==> config.mk <==
export PLATFORM = sky130hd
export DESIGN_NAME = smbreg_slave
export DESIGN_NICKNAME = d
export VERILOG_FILES = /design/src/rtl/smbreg_pkg.sv /design/src/rtl/smbreg_ctrl.sv /design/src/rtl/smbreg_bank.sv /design/src/rtl/smbreg_slave.sv
export SDC_FILE = /design/constraint.sdc
export NUM_CORES = 1
export LEC_CHECK = 0
export BUFFER_PORTS_ARGS = -buffer_cell sky130_fd_sc_hd__buf_2
export CORE_MARGIN = 5
export CORE_UTILIZATION = 38
export CTS_CLUSTER_DIAMETER = 100
export CTS_CLUSTER_SIZE = 24
export DETAILED_ROUTE_END_ITERATION = 10
export PLACE_DENSITY_LB_ADDON = 0.05
export SKIP_CTS_REPAIR_TIMING = 1
export SLEW_MARGIN = 40
export SYNTH_ARGS = -nofsm -noshare
export SYNTH_HDL_FRONTEND = slang
export SYNTH_HIERARCHICAL = 1
export SYNTH_SLANG_ARGS = --single-unit
==> constraint.sdc <==
create_clock -name clk -period 3.2 [get_ports clk]
set_input_delay 0.32 -clock clk [delete_from_list [all_inputs] [get_ports clk]]
set_output_delay 0.32 -clock clk [all_outputs]
set_load 0.02 [all_outputs]
==> src/rtl/smbreg_pkg.sv <==
package smbreg_pkg;

  typedef enum logic [2:0] {
    ST_IDLE, ST_ADDR, ST_INDEX, ST_WCNT, ST_WDATA, ST_RCNT, ST_RDATA, ST_SKIP
  } smbState_t;

  // strobes from the bus controller to the register datapath
  typedef struct packed {
    logic loadIdx;    // take index from received byte
    logic loadRemRx;  // remaining length from received count byte
    logic loadRemCnt; // remaining length from the count register
    logic wrByte;     // store received byte at the current index
    logic step;       // advance index, decrement remaining length
  } smbStrobe_t;

  function automatic logic [7:0] writeMask(int i, int roIdx, int cntIdx);
    if (i == roIdx) return 8'h00;
    if (i == cntIdx) return 8'hFF;
    if (i % 2 == 1) return 8'h0F;
    return 8'hFF;
  endfunction

  function automatic logic [7:0] resetValue(int i, int roIdx, int cntIdx,
                                            logic [7:0] idVal, logic [7:0] cntRst);
    if (i == roIdx) return idVal;
    if (i == cntIdx) return cntRst;
    return 8'h00;
  endfunction

endpackage

==> src/rtl/smbreg_ctrl.sv <==
module smbreg_ctrl
  import smbreg_pkg::*;
#(
  parameter int         FILT_LEN = 3,
  parameter logic [7:0] WR_ADDR  = 8'hD2,
  parameter logic [7:0] RD_ADDR  = 8'hD3
) (
  input  logic       clk,
  input  logic       rstN,
  input  logic       sclIn,
  input  logic       sdaIn,
  input  logic [7:0] txData,
  input  logic [7:0] cntVal,
  input  logic       remZero,
  output smbStrobe_t strb,
  output logic [7:0] rxByte,
  output logic       sdaDriveLow,
  output logic       sclLevel,
  output smbState_t  stateOut
);

  logic [1:0] sclSync, sdaSync;
  logic [FILT_LEN-1:0] sclHist, sdaHist;
  logic sclF, sdaF, sclPrev, sdaPrev;

  // synchronise and filter both lines
  always_ff @(posedge clk or negedge rstN) begin
    if (!rstN) begin
      sclSync <= '1; sdaSync <= '1;
      sclHist <= '1; sdaHist <= '1;
      sclF <= 1'b1; sdaF <= 1'b1;
      sclPrev <= 1'b1; sdaPrev <= 1'b1;
    end else begin
      sclSync <= {sclSync[0], sclIn};
      sdaSync <= {sdaSync[0], sdaIn};
      sclHist <= {sclHist[FILT_LEN-2:0], sclSync[1]};
      sdaHist <= {sdaHist[FILT_LEN-2:0], sdaSync[1]};
      if (&sclHist) sclF <= 1'b1; else if (~|sclHist) sclF <= 1'b0;
      if (&sdaHist) sdaF <= 1'b1; else if (~|sdaHist) sdaF <= 1'b0;
      sclPrev <= sclF;
      sdaPrev <= sdaF;
    end
  end

  logic sclRise, sclFall, startEv, stopEv;
  assign sclRise = sclF & ~sclPrev;
  assign sclFall = ~sclF & sclPrev;
  assign startEv = sclF & sclPrev & sdaPrev & ~sdaF;
  assign stopEv  = sclF & sclPrev & ~sdaPrev & sdaF;

  smbState_t  state;
  logic [3:0] bitCnt;
  logic       inAck, isRead, mAck, driveLow;
  logic [7:0] shReg, txByte;
  logic       isTx;
  assign isTx = (state == ST_RCNT) || (state == ST_RDATA);

  always_ff @(posedge clk or negedge rstN) begin
    if (!rstN) begin
      state <= ST_IDLE; bitCnt <= '0; inAck <= 1'b0; isRead <= 1'b0;
      mAck <= 1'b0; driveLow <= 1'b0; shReg <= '0; txByte <= '0; strb <= '0;
    end else begin
      strb <= '0;
      if (stopEv) begin
        state <= ST_IDLE; driveLow <= 1'b0;
      end else if (startEv) begin
        state <= ST_ADDR; bitCnt <= '0; inAck <= 1'b0; driveLow <= 1'b0;
      end else if (state != ST_IDLE && state != ST_SKIP) begin
        if (sclRise) begin
          if (inAck) mAck <= ~sdaF;
          else begin
            bitCnt <= bitCnt + 4'd1;
            shReg  <= {shReg[6:0], sdaF};
          end
        end else if (sclFall) begin
          if (!inAck && bitCnt == 4'd8) begin
            // ninth bit begins: acknowledge a received byte or release for the master
            inAck    <= 1'b1;
            driveLow <= 1'b0;
            case (state)
              ST_ADDR:
                if (shReg == WR_ADDR) begin driveLow <= 1'b1; isRead <= 1'b0; end
                else if (shReg == RD_ADDR) begin driveLow <= 1'b1; isRead <= 1'b1; end
                else state <= ST_SKIP;
              ST_INDEX: begin driveLow <= 1'b1; strb.loadIdx <= 1'b1; end
              ST_WCNT:  begin driveLow <= 1'b1; strb.loadRemRx <= 1'b1; end
              ST_WDATA:
                if (!remZero) begin
                  driveLow <= 1'b1; strb.wrByte <= 1'b1; strb.step <= 1'b1;
                end else state <= ST_SKIP;
              default: ;
            endcase
          end else if (inAck) begin
            // ninth bit ends: move to the next byte
            inAck    <= 1'b0;
            bitCnt   <= '0;
            driveLow <= 1'b0;
            case (state)
              ST_ADDR:
                if (isRead) begin
                  state <= ST_RCNT; txByte <= cntVal; driveLow <= ~cntVal[7];
                  strb.loadRemCnt <= 1'b1;
                end else state <= ST_INDEX;
              ST_INDEX: state <= ST_WCNT;
              ST_WCNT:  state <= ST_WDATA;
              ST_RCNT, ST_RDATA:
                if (mAck) begin
                  state <= ST_RDATA;
                  if (remZero) txByte <= 8'hFF;
                  else begin
                    txByte <= txData; driveLow <= ~txData[7]; strb.step <= 1'b1;
                  end
                end else state <= ST_SKIP;
              default: ;
            endcase
          end else if (isTx && bitCnt != 4'd0) begin
            driveLow <= ~txByte[3'd7 - bitCnt[2:0]];
          end
        end
      end
    end
  end

  assign rxByte      = shReg;
  assign sdaDriveLow = driveLow;
  assign sclLevel    = sclF;
  assign stateOut    = state;

endmodule

==> src/rtl/smbreg_bank.sv <==
module smbreg_bank
  import smbreg_pkg::*;
#(
  parameter int         NUM_REGS = 16,
  parameter int         RO_IDX   = 0,
  parameter int         CNT_IDX  = 8,
  parameter logic [7:0] ID_VAL   = 8'h5A,
  parameter logic [7:0] CNT_RST  = 8'h08
) (
  input  logic                  clk,
  input  logic                  rstN,
  input  smbStrobe_t            strb,
  input  logic [7:0]            rxByte,
  output logic [7:0]            rdByte,
  output logic [7:0]            cntVal,
  output logic [7:0]            remCnt,
  output logic                  remZero,
  output logic [NUM_REGS*8-1:0] cfgFlat
);

  localparam int IDX_W = $clog2(NUM_REGS);

  logic [IDX_W-1:0] idx;
  logic [7:0]       regVal [NUM_REGS];

  always_ff @(posedge clk or negedge rstN) begin
    if (!rstN) begin
      idx <= '0; remCnt <= '0;
    end else begin
      if (strb.loadIdx) idx <= rxByte[IDX_W-1:0];
      else if (strb.step) idx <= idx + 1'b1;
      if (strb.loadRemRx) remCnt <= rxByte;
      else if (strb.loadRemCnt) remCnt <= cntVal;
      else if (strb.step && remCnt != 8'd0) remCnt <= remCnt - 8'd1;
    end
  end

  for (genvar gi = 0; gi < NUM_REGS; gi++) begin : g_reg
    localparam logic [7:0] MASK = writeMask(gi, RO_IDX, CNT_IDX);
    localparam logic [7:0] RSTV = resetValue(gi, RO_IDX, CNT_IDX, ID_VAL, CNT_RST);
    if (MASK == 8'h00) begin : g_const
      assign regVal[gi] = RSTV;
    end else begin : g_store
      logic [7:0] q;
      always_ff @(posedge clk or negedge rstN) begin
        if (!rstN) q <= RSTV;
        else if (strb.wrByte && idx == IDX_W'(gi)) q <= (rxByte & MASK) | (q & ~MASK);
      end
      assign regVal[gi] = q;
    end
    assign cfgFlat[gi*8 +: 8] = regVal[gi];
  end

  assign rdByte  = regVal[idx];
  assign cntVal  = regVal[CNT_IDX];
  assign remZero = (remCnt == 8'd0);

endmodule

==> src/rtl/smbreg_slave.sv <==
module smbreg_slave
  import smbreg_pkg::*;
#(
  parameter int         NUM_REGS = 16,
  parameter int         FILT_LEN = 3,
  parameter logic [7:0] WR_ADDR  = 8'hD2,
  parameter logic [7:0] RD_ADDR  = 8'hD3,
  parameter int         RO_IDX   = 0,
  parameter int         CNT_IDX  = 8,
  parameter logic [7:0] ID_VAL   = 8'h5A,
  parameter logic [7:0] CNT_RST  = 8'h08
) (
  input  logic                  clk,
  input  logic                  rstN,
  input  logic                  sclIn,
  input  logic                  sdaIn,
  output logic                  sdaDriveLow,
  output logic [NUM_REGS*8-1:0] cfgFlat
);

  smbStrobe_t strb;
  smbState_t  ctrlState;
  logic [7:0] rxByte, rdByte, cntVal, remCnt;
  logic       remZero, sclLevel;

  smbreg_ctrl #(.FILT_LEN(FILT_LEN), .WR_ADDR(WR_ADDR), .RD_ADDR(RD_ADDR)) ctrlU (
    .clk(clk), .rstN(rstN), .sclIn(sclIn), .sdaIn(sdaIn),
    .txData(rdByte), .cntVal(cntVal), .remZero(remZero),
    .strb(strb), .rxByte(rxByte), .sdaDriveLow(sdaDriveLow),
    .sclLevel(sclLevel), .stateOut(ctrlState)
  );

  smbreg_bank #(.NUM_REGS(NUM_REGS), .RO_IDX(RO_IDX), .CNT_IDX(CNT_IDX),
                .ID_VAL(ID_VAL), .CNT_RST(CNT_RST)) bankU (
    .clk(clk), .rstN(rstN), .strb(strb), .rxByte(rxByte),
    .rdByte(rdByte), .cntVal(cntVal), .remCnt(remCnt), .remZero(remZero),
    .cfgFlat(cfgFlat)
  );

endmodule

# Word-level counts from Yosys, hierarchy flattened
# Cells that the tools add are included.
classes:
  bitwise: 28
  reduce_logical: 52
  add_sub_neg: 4
  order_cmp: 2
  n_eq_ne: 37
  muxes: 81
op_table:
  columns: ["cell", "n"]
  rows:
  - ["8-bit two-way mux", 8]
  - ["4-bit by 8-bit bitwise OR with 8-bit output", 8]
  - ["1-bit two-way mux", 38]
  - ["4-bit == test (second input constant)", 9]
  - ["4-bit two-way mux", 9]
  - ["3-bit two-way mux", 11]
  - ["8-bit binary-select mux with 4-bit select", 1]
  - ["5-bit two-way mux", 5]
  - ["1-bit logical AND", 19]
  - ["3-bit nonzero test", 6]
  - ["4-bit by 3-bit == test with 1-bit output (second input constant)", 4]
  - ["8-bit == test (second input constant)", 2]
  - ["8-bit case mux with 2 select lines", 1]
  - ["5-bit by 3-bit != test with 1-bit output (second input constant)", 3]
  - ["1-bit NOT", 12]
  - ["3-bit case mux with 4 select lines", 1]
  - ["10-bit AND reduction", 1]
  - ["5-bit AND reduction", 2]
  - ["2-bit nonzero test", 5]
  - ["3-bit == test (second input constant)", 3]
  - ["3-bit != test (second input constant)", 3]
  - ["9-bit AND reduction", 1]
  - ["4-bit by 1-bit adder with 4-bit output (second input constant)", 2]
  - ["4-bit by 2-bit == test with 1-bit output (second input constant)", 2]
  - ["31 further kinds", 48]
word_totals:
  elab_cells: 242
  reg_bits: 178
  output_inout_bits: 129
  input_bits: 4

# Logic depth before layout (Yosys ltp)
depth:
  depth_word: 15
  depth_mapped: 10
  ltp_nobuf: 9

# Cells and area by module
# The synthesis kept the hierarchy.
modules_own_cells:
  columns: ["mod", "cells_each", "seq_area_each_um2", "instances", "area_each_um2"]
  rows:
  - ["smbreg_bank", 427, 2503.7, 1, 5193.7]
  - ["smbreg_ctrl", 224, 1168.6, 1, 2347.3]

# Worst setup path after synthesis
# Ideal clock, no wire load.
synth_path:
  kind: "reg-to-reg"
  startpoint: "reg bankU.idx[1]"
  endpoint: "reg ctrlU.txByte[2]"
  path_stages_with_launch: 8
  path_slack_ps: 828
  period_less_slack_ps: 2372
  required_time_ps: 3075
  arrival_time_ps: 2247
  path_cell_list: "dfrtp_1 -> clkbuf_1 -> clkbuf_1 -> mux4_2 -> mux4_2 -> nor2_1 -> a21oi_1 -> mux2_2"
synth_between:
  elab_chain_cells: 7
synth_rtl:
  columns: ["element", "line_no", "text"]
  rows:
  - ["start, declared", "smbreg_bank.sv:23", "logic [IDX_W-1:0] idx;"]
  - ["start signal, assigned", "smbreg_bank.sv:30", "if (strb.loadIdx) idx <= rxByte[IDX_W-1:0];"]
  - ["start signal, assigned", "smbreg_bank.sv:31", "else if (strb.step) idx <= idx + 1'b1;"]
  - ["4-bit NOT with 5-bit output (implied by the code)", "smbreg_bank.sv:54", "assign rdByte = regVal[idx];"]
  - ["8-bit binary-select mux with 4-bit select", "smbreg_bank.sv:54", null]
  - ["8-bit two-way mux (implied by the code) (2 in a row)", "smbreg_bank.sv:54", null]
  - ["via rdByte[2]", "smbreg_slave.sv:23", "logic [7:0] rxByte, rdByte, cntVal, remCnt;"]
  - ["8-bit two-way mux", "smbreg_ctrl.sv:109", "if (remZero) txByte <= 8'hFF;"]
  - ["8-bit two-way mux", "smbreg_ctrl.sv:107", "if (mAck) begin"]
  - ["8-bit case mux with 2 select lines", "smbreg_ctrl.sv:98", "case (state)"]
  - ["end signal, assigned", "smbreg_ctrl.sv:101", "state <= ST_RCNT; txByte <= cntVal; driveLow <= ~cntVal[7];"]
  - ["end signal, assigned", "smbreg_ctrl.sv:109", null]
  - ["end signal, assigned", "smbreg_ctrl.sv:111", "txByte <= txData; driveLow <= ~txData[7]; strb.step <= 1'b1;"]
  - ["end, declared", "smbreg_ctrl.sv:54", "logic [7:0] shReg, txByte;"]
# The timed path passes the listed nets, and every way through them passes these cells. The select of a mux whose other input is x is not followed.
# A chain may end at the register's enable or synchronous reset.

# Worst setup path in the final report
# Ends and elaborated chain as after synthesis.

==> flow_metrics.tcl <==
set metrics [dict create \
    powerDensity_nw_per_um2 481 \
    period_share 0.809 \
    cp_slowest_cell "dfrtp_1" \
    antenna_left 0 \
    leakage_nw 4.27 \
    cts_root_buf "clkbuf_16" \
    drt-initial-drc-count 317 \
    critPathArrivalTime_ps 2890 \
    die_x_um 151 \
    min_path_type "in2async" \
    fin_skew_ps 8.90 \
    fin_crit_ps 2590 \
    yosys_warnings 6 \
    pre_cts_ws_ps 610 \
    grt_pass1_wl_mm 32.0 \
    grt_max_degree 86 \
    wl_per_cell_um 20.1 \
    coreArea_um2 19500 \
    async_flop_share 1.00 \
    clkTransAtPathRegs_ps 60 \
    crit_path_max_fanout 17 \
    relSlewSlack 0.462 \
    netlist_instances 651 \
    viasPerCell 5.30 \
    antenna_found_initial 0 \
    grtUsageTotal 0.186 \
    slew_viol_final 0 \
    hold_slack_ps -54.3 \
    rr_endpoint "ctrlU/txByte[2]$_DFFE_PN0P_" \
    worst_pin_slew_ps 806 \
    start_kind "register" \
    drv_cap 0 \
    ios 133 \
    ir_drop_mv 0.357 \
    first_global_vias 5322 \
    reg2regPathDepth 6 \
    io_buffers 92 \
    critPathRequiredTime_ps 3500 \
    rrSetupSlack_ps 610 \
    synth_edf_count 0 \
    ys_types 64 \
    cts_tree "built" \
    final_cells 1009 \
    htreeDepth 4 \
    syn_avg_cell_area_um2 11.6 \
    place_congestion 0.787 \
    cp_cell_sequence "buf_4, mux4_2, mux4_2, nor2_1, a21oi_1, mux2_2" \
    crit_type "reg2reg" \
    post-route-util 0.444 \
    firstDrtPassIters 5 \
    nNetsFinal 747 \
    post-place-cells 975 \
    final_hold_viol_count 54 \
    worst_r2r_startpoint "bankU/idx[1]$_DFFE_PN0P_" \
    die-area_um2 22800 \
    violations "hold timing" \
    numCtsBuffers 17 \
    synth-seq-cells 146 \
    cts.path.max_buffers 2 \
    max_stage_delay_ps 860 \
    rsz0062_at_grt "no" \
    fin_setup_tns_ps 0 \
    synthToLayoutAreaGrowth_pct 15.1 \
    fin_ws_ps 611 \
    dpl.hpwl_mm 14.3 \
    synth_flop_cell "dfrtp_1" \
    grt_overflow 0 \
    cts.sinks 146 \
    rows 51 \
    finalWirelength_mm 20.2 \
    crit_top_cell "mux4_2" \
    initial_core_util 0.386 \
    die_h_um 151 \
    insertedDiodeCount 0 \
    end_kind "register" \
    max_freq_mhz 386 \
    vias 5348 \
    netlist_area_um2 7540 \
    outcome "finished, violations left" \
    drt_drc_violations_left 0 \
    critPathLaunch "bankU/idx[1]$_DFFE_PN0P_" \
    fillers 1843 \
    seq_area_frac_synth 0.487 \
    layout-drive-gt1-share 0.362 \
    clkLatencyLatePin_ps 420 \
    setup_viol 0 \
]
-- sequential cells by signal, summed over array words and instances, names as in the netlist, 4 cells and up --
name and flops:
bankU/g.g_store.q 80, bankU/cntVal 8, bankU/remCnt 8, ctrlU/rxByte 8
ctrlU/txByte 8, ctrlU/strb 5, bankU/idx 4, ctrlU/bitCnt 4
-- area by class of cell --
class                           instances  area [um2]  share of cell area
Inverter                               23        86.3             0.00995
Sequential cell                       146        3670               0.423
Clock buffer                           18         429              0.0495
Multi-Input combinational cell        443        3440               0.396
Timing Repair Buffer                  100         547              0.0630
Tap cell                              265         332              0.0382
Clock inverter                         14         171              0.0198
-- layer usage --
| metal | track usage | routed length, um |
|---|---|---|
| met1 | 0.268 | 9540 |
| met3 | 0.0368 | 1140 |
| met4 | 0.0481 | 223 |
| met5 | 0 | 0 |
| met2 | 0.288 | 9330 |
-- worst max path at each step --
| stage | endpoint | slack (ps) | depth (start not counted) |
|---|---|---|---|
| 4_1_cts | ctrlU/txByte[2]$_DFFE_PN0P_ | 590 | 6 |
| 5_1_grt | ctrlU/txByte[2]$_DFFE_PN0P_ | 440 | 6 |
| 6_report | ctrlU/txByte[2]$_DFFE_PN0P_ | 610 | 6 |
| 3_3_place_gp | ctrlU/txByte[2]$_DFFE_PN0P_ | 690 | 6 |
| 3_5_place_dp | ctrlU/txByte[2]$_DFFE_PN0P_ | 610 | 6 |
| 2_1_floorplan | ctrlU/txByte[2]$_DFFE_PN0P_ | 830 | 7 |
-- through the flow --
step	power [mW]	hold slack (ps)	area (um2)
after floorplan	2.12	24.4	7680
after global placement	2.17	346	8050
after detailed placement	2.18	347	8050
after CTS	4.24	-35.5	8650
after global routing	4.33	5.82	8680
final	4.18	-54.3	8680
-- cell usage in the layout (no fill, tap or decap), types with 17 or more instances in the layout --
cell type,n
dfrtp_1,129
mux2_2,91
buf_2,91
nand2_1,53
conb_1,40
nor2_1,38
o21ai_0,35
a21oi_1,24
inv_1,23
mux4_2,21
clkbuf_16,17
-- cells by family after synthesis --
kind of cell,count (synthesis),share of synthesized area
and+or+nand+nor,159,0.107
DFF,146,0.487
muxes,120,0.209
AOI/OAI and AO/OA,103,0.0891
buffers and inverters,100,0.0760
adders and majority gates,12,0.0199
xor gates and xnor gates,9,0.0105
other,2,0.000996
-- worst max-delay path, delay by kind of cell, from the launching register on --
| family | cells | cell delay, ps |
|---|---|---|
| muxes | 3 | 1090 |
| DFF | 1 | 860 |
| buffers and inverters | 1 | 340 |
| and+or+nand+nor | 1 | 110 |
| AOI/OAI and AO/OA | 1 | 70 |
-- report_power, final --
group,switching [mW],total [mW],internal (mW),leakage (nW)
clock,0.861,2.04,1.18,0.285
sequential,0.0491,1.93,1.88,1.98
combinational,0.157,0.210,0.0535,2.00
total,1.07,4.18,3.11,4.27
-- Yosys cell counts, drive strengths merged, types with 3 or more instances --
library cell  count  area, um2
dfrtp           131       3280
mux2             91       1020
buf              61        427
nand2            53        199
nor2             38        143
o21ai            37        193
a21oi            25        136
inv              23       86.3
mux4             21        473
clkbuf           16       60.1
dfstp            15        394
ha               12        150
nor3             11       71.3
nand3             9       45.0
mux2i             8       80.1
and3              6       42.5
nand2b            6       37.5
nand4             6       37.5
nor2b             5       33.8
xor2              5       43.8
a21o              4       30.0
a221oi            4       35.0
nand4b            4       35.0
o211ai            4       30.0
o22ai             4       25.0
or4               4       30.0
xnor2             4       35.0
nor3b             3       22.5
o32ai             3       26.3
or3               3       18.8
(Power assumes the default switching activity.)
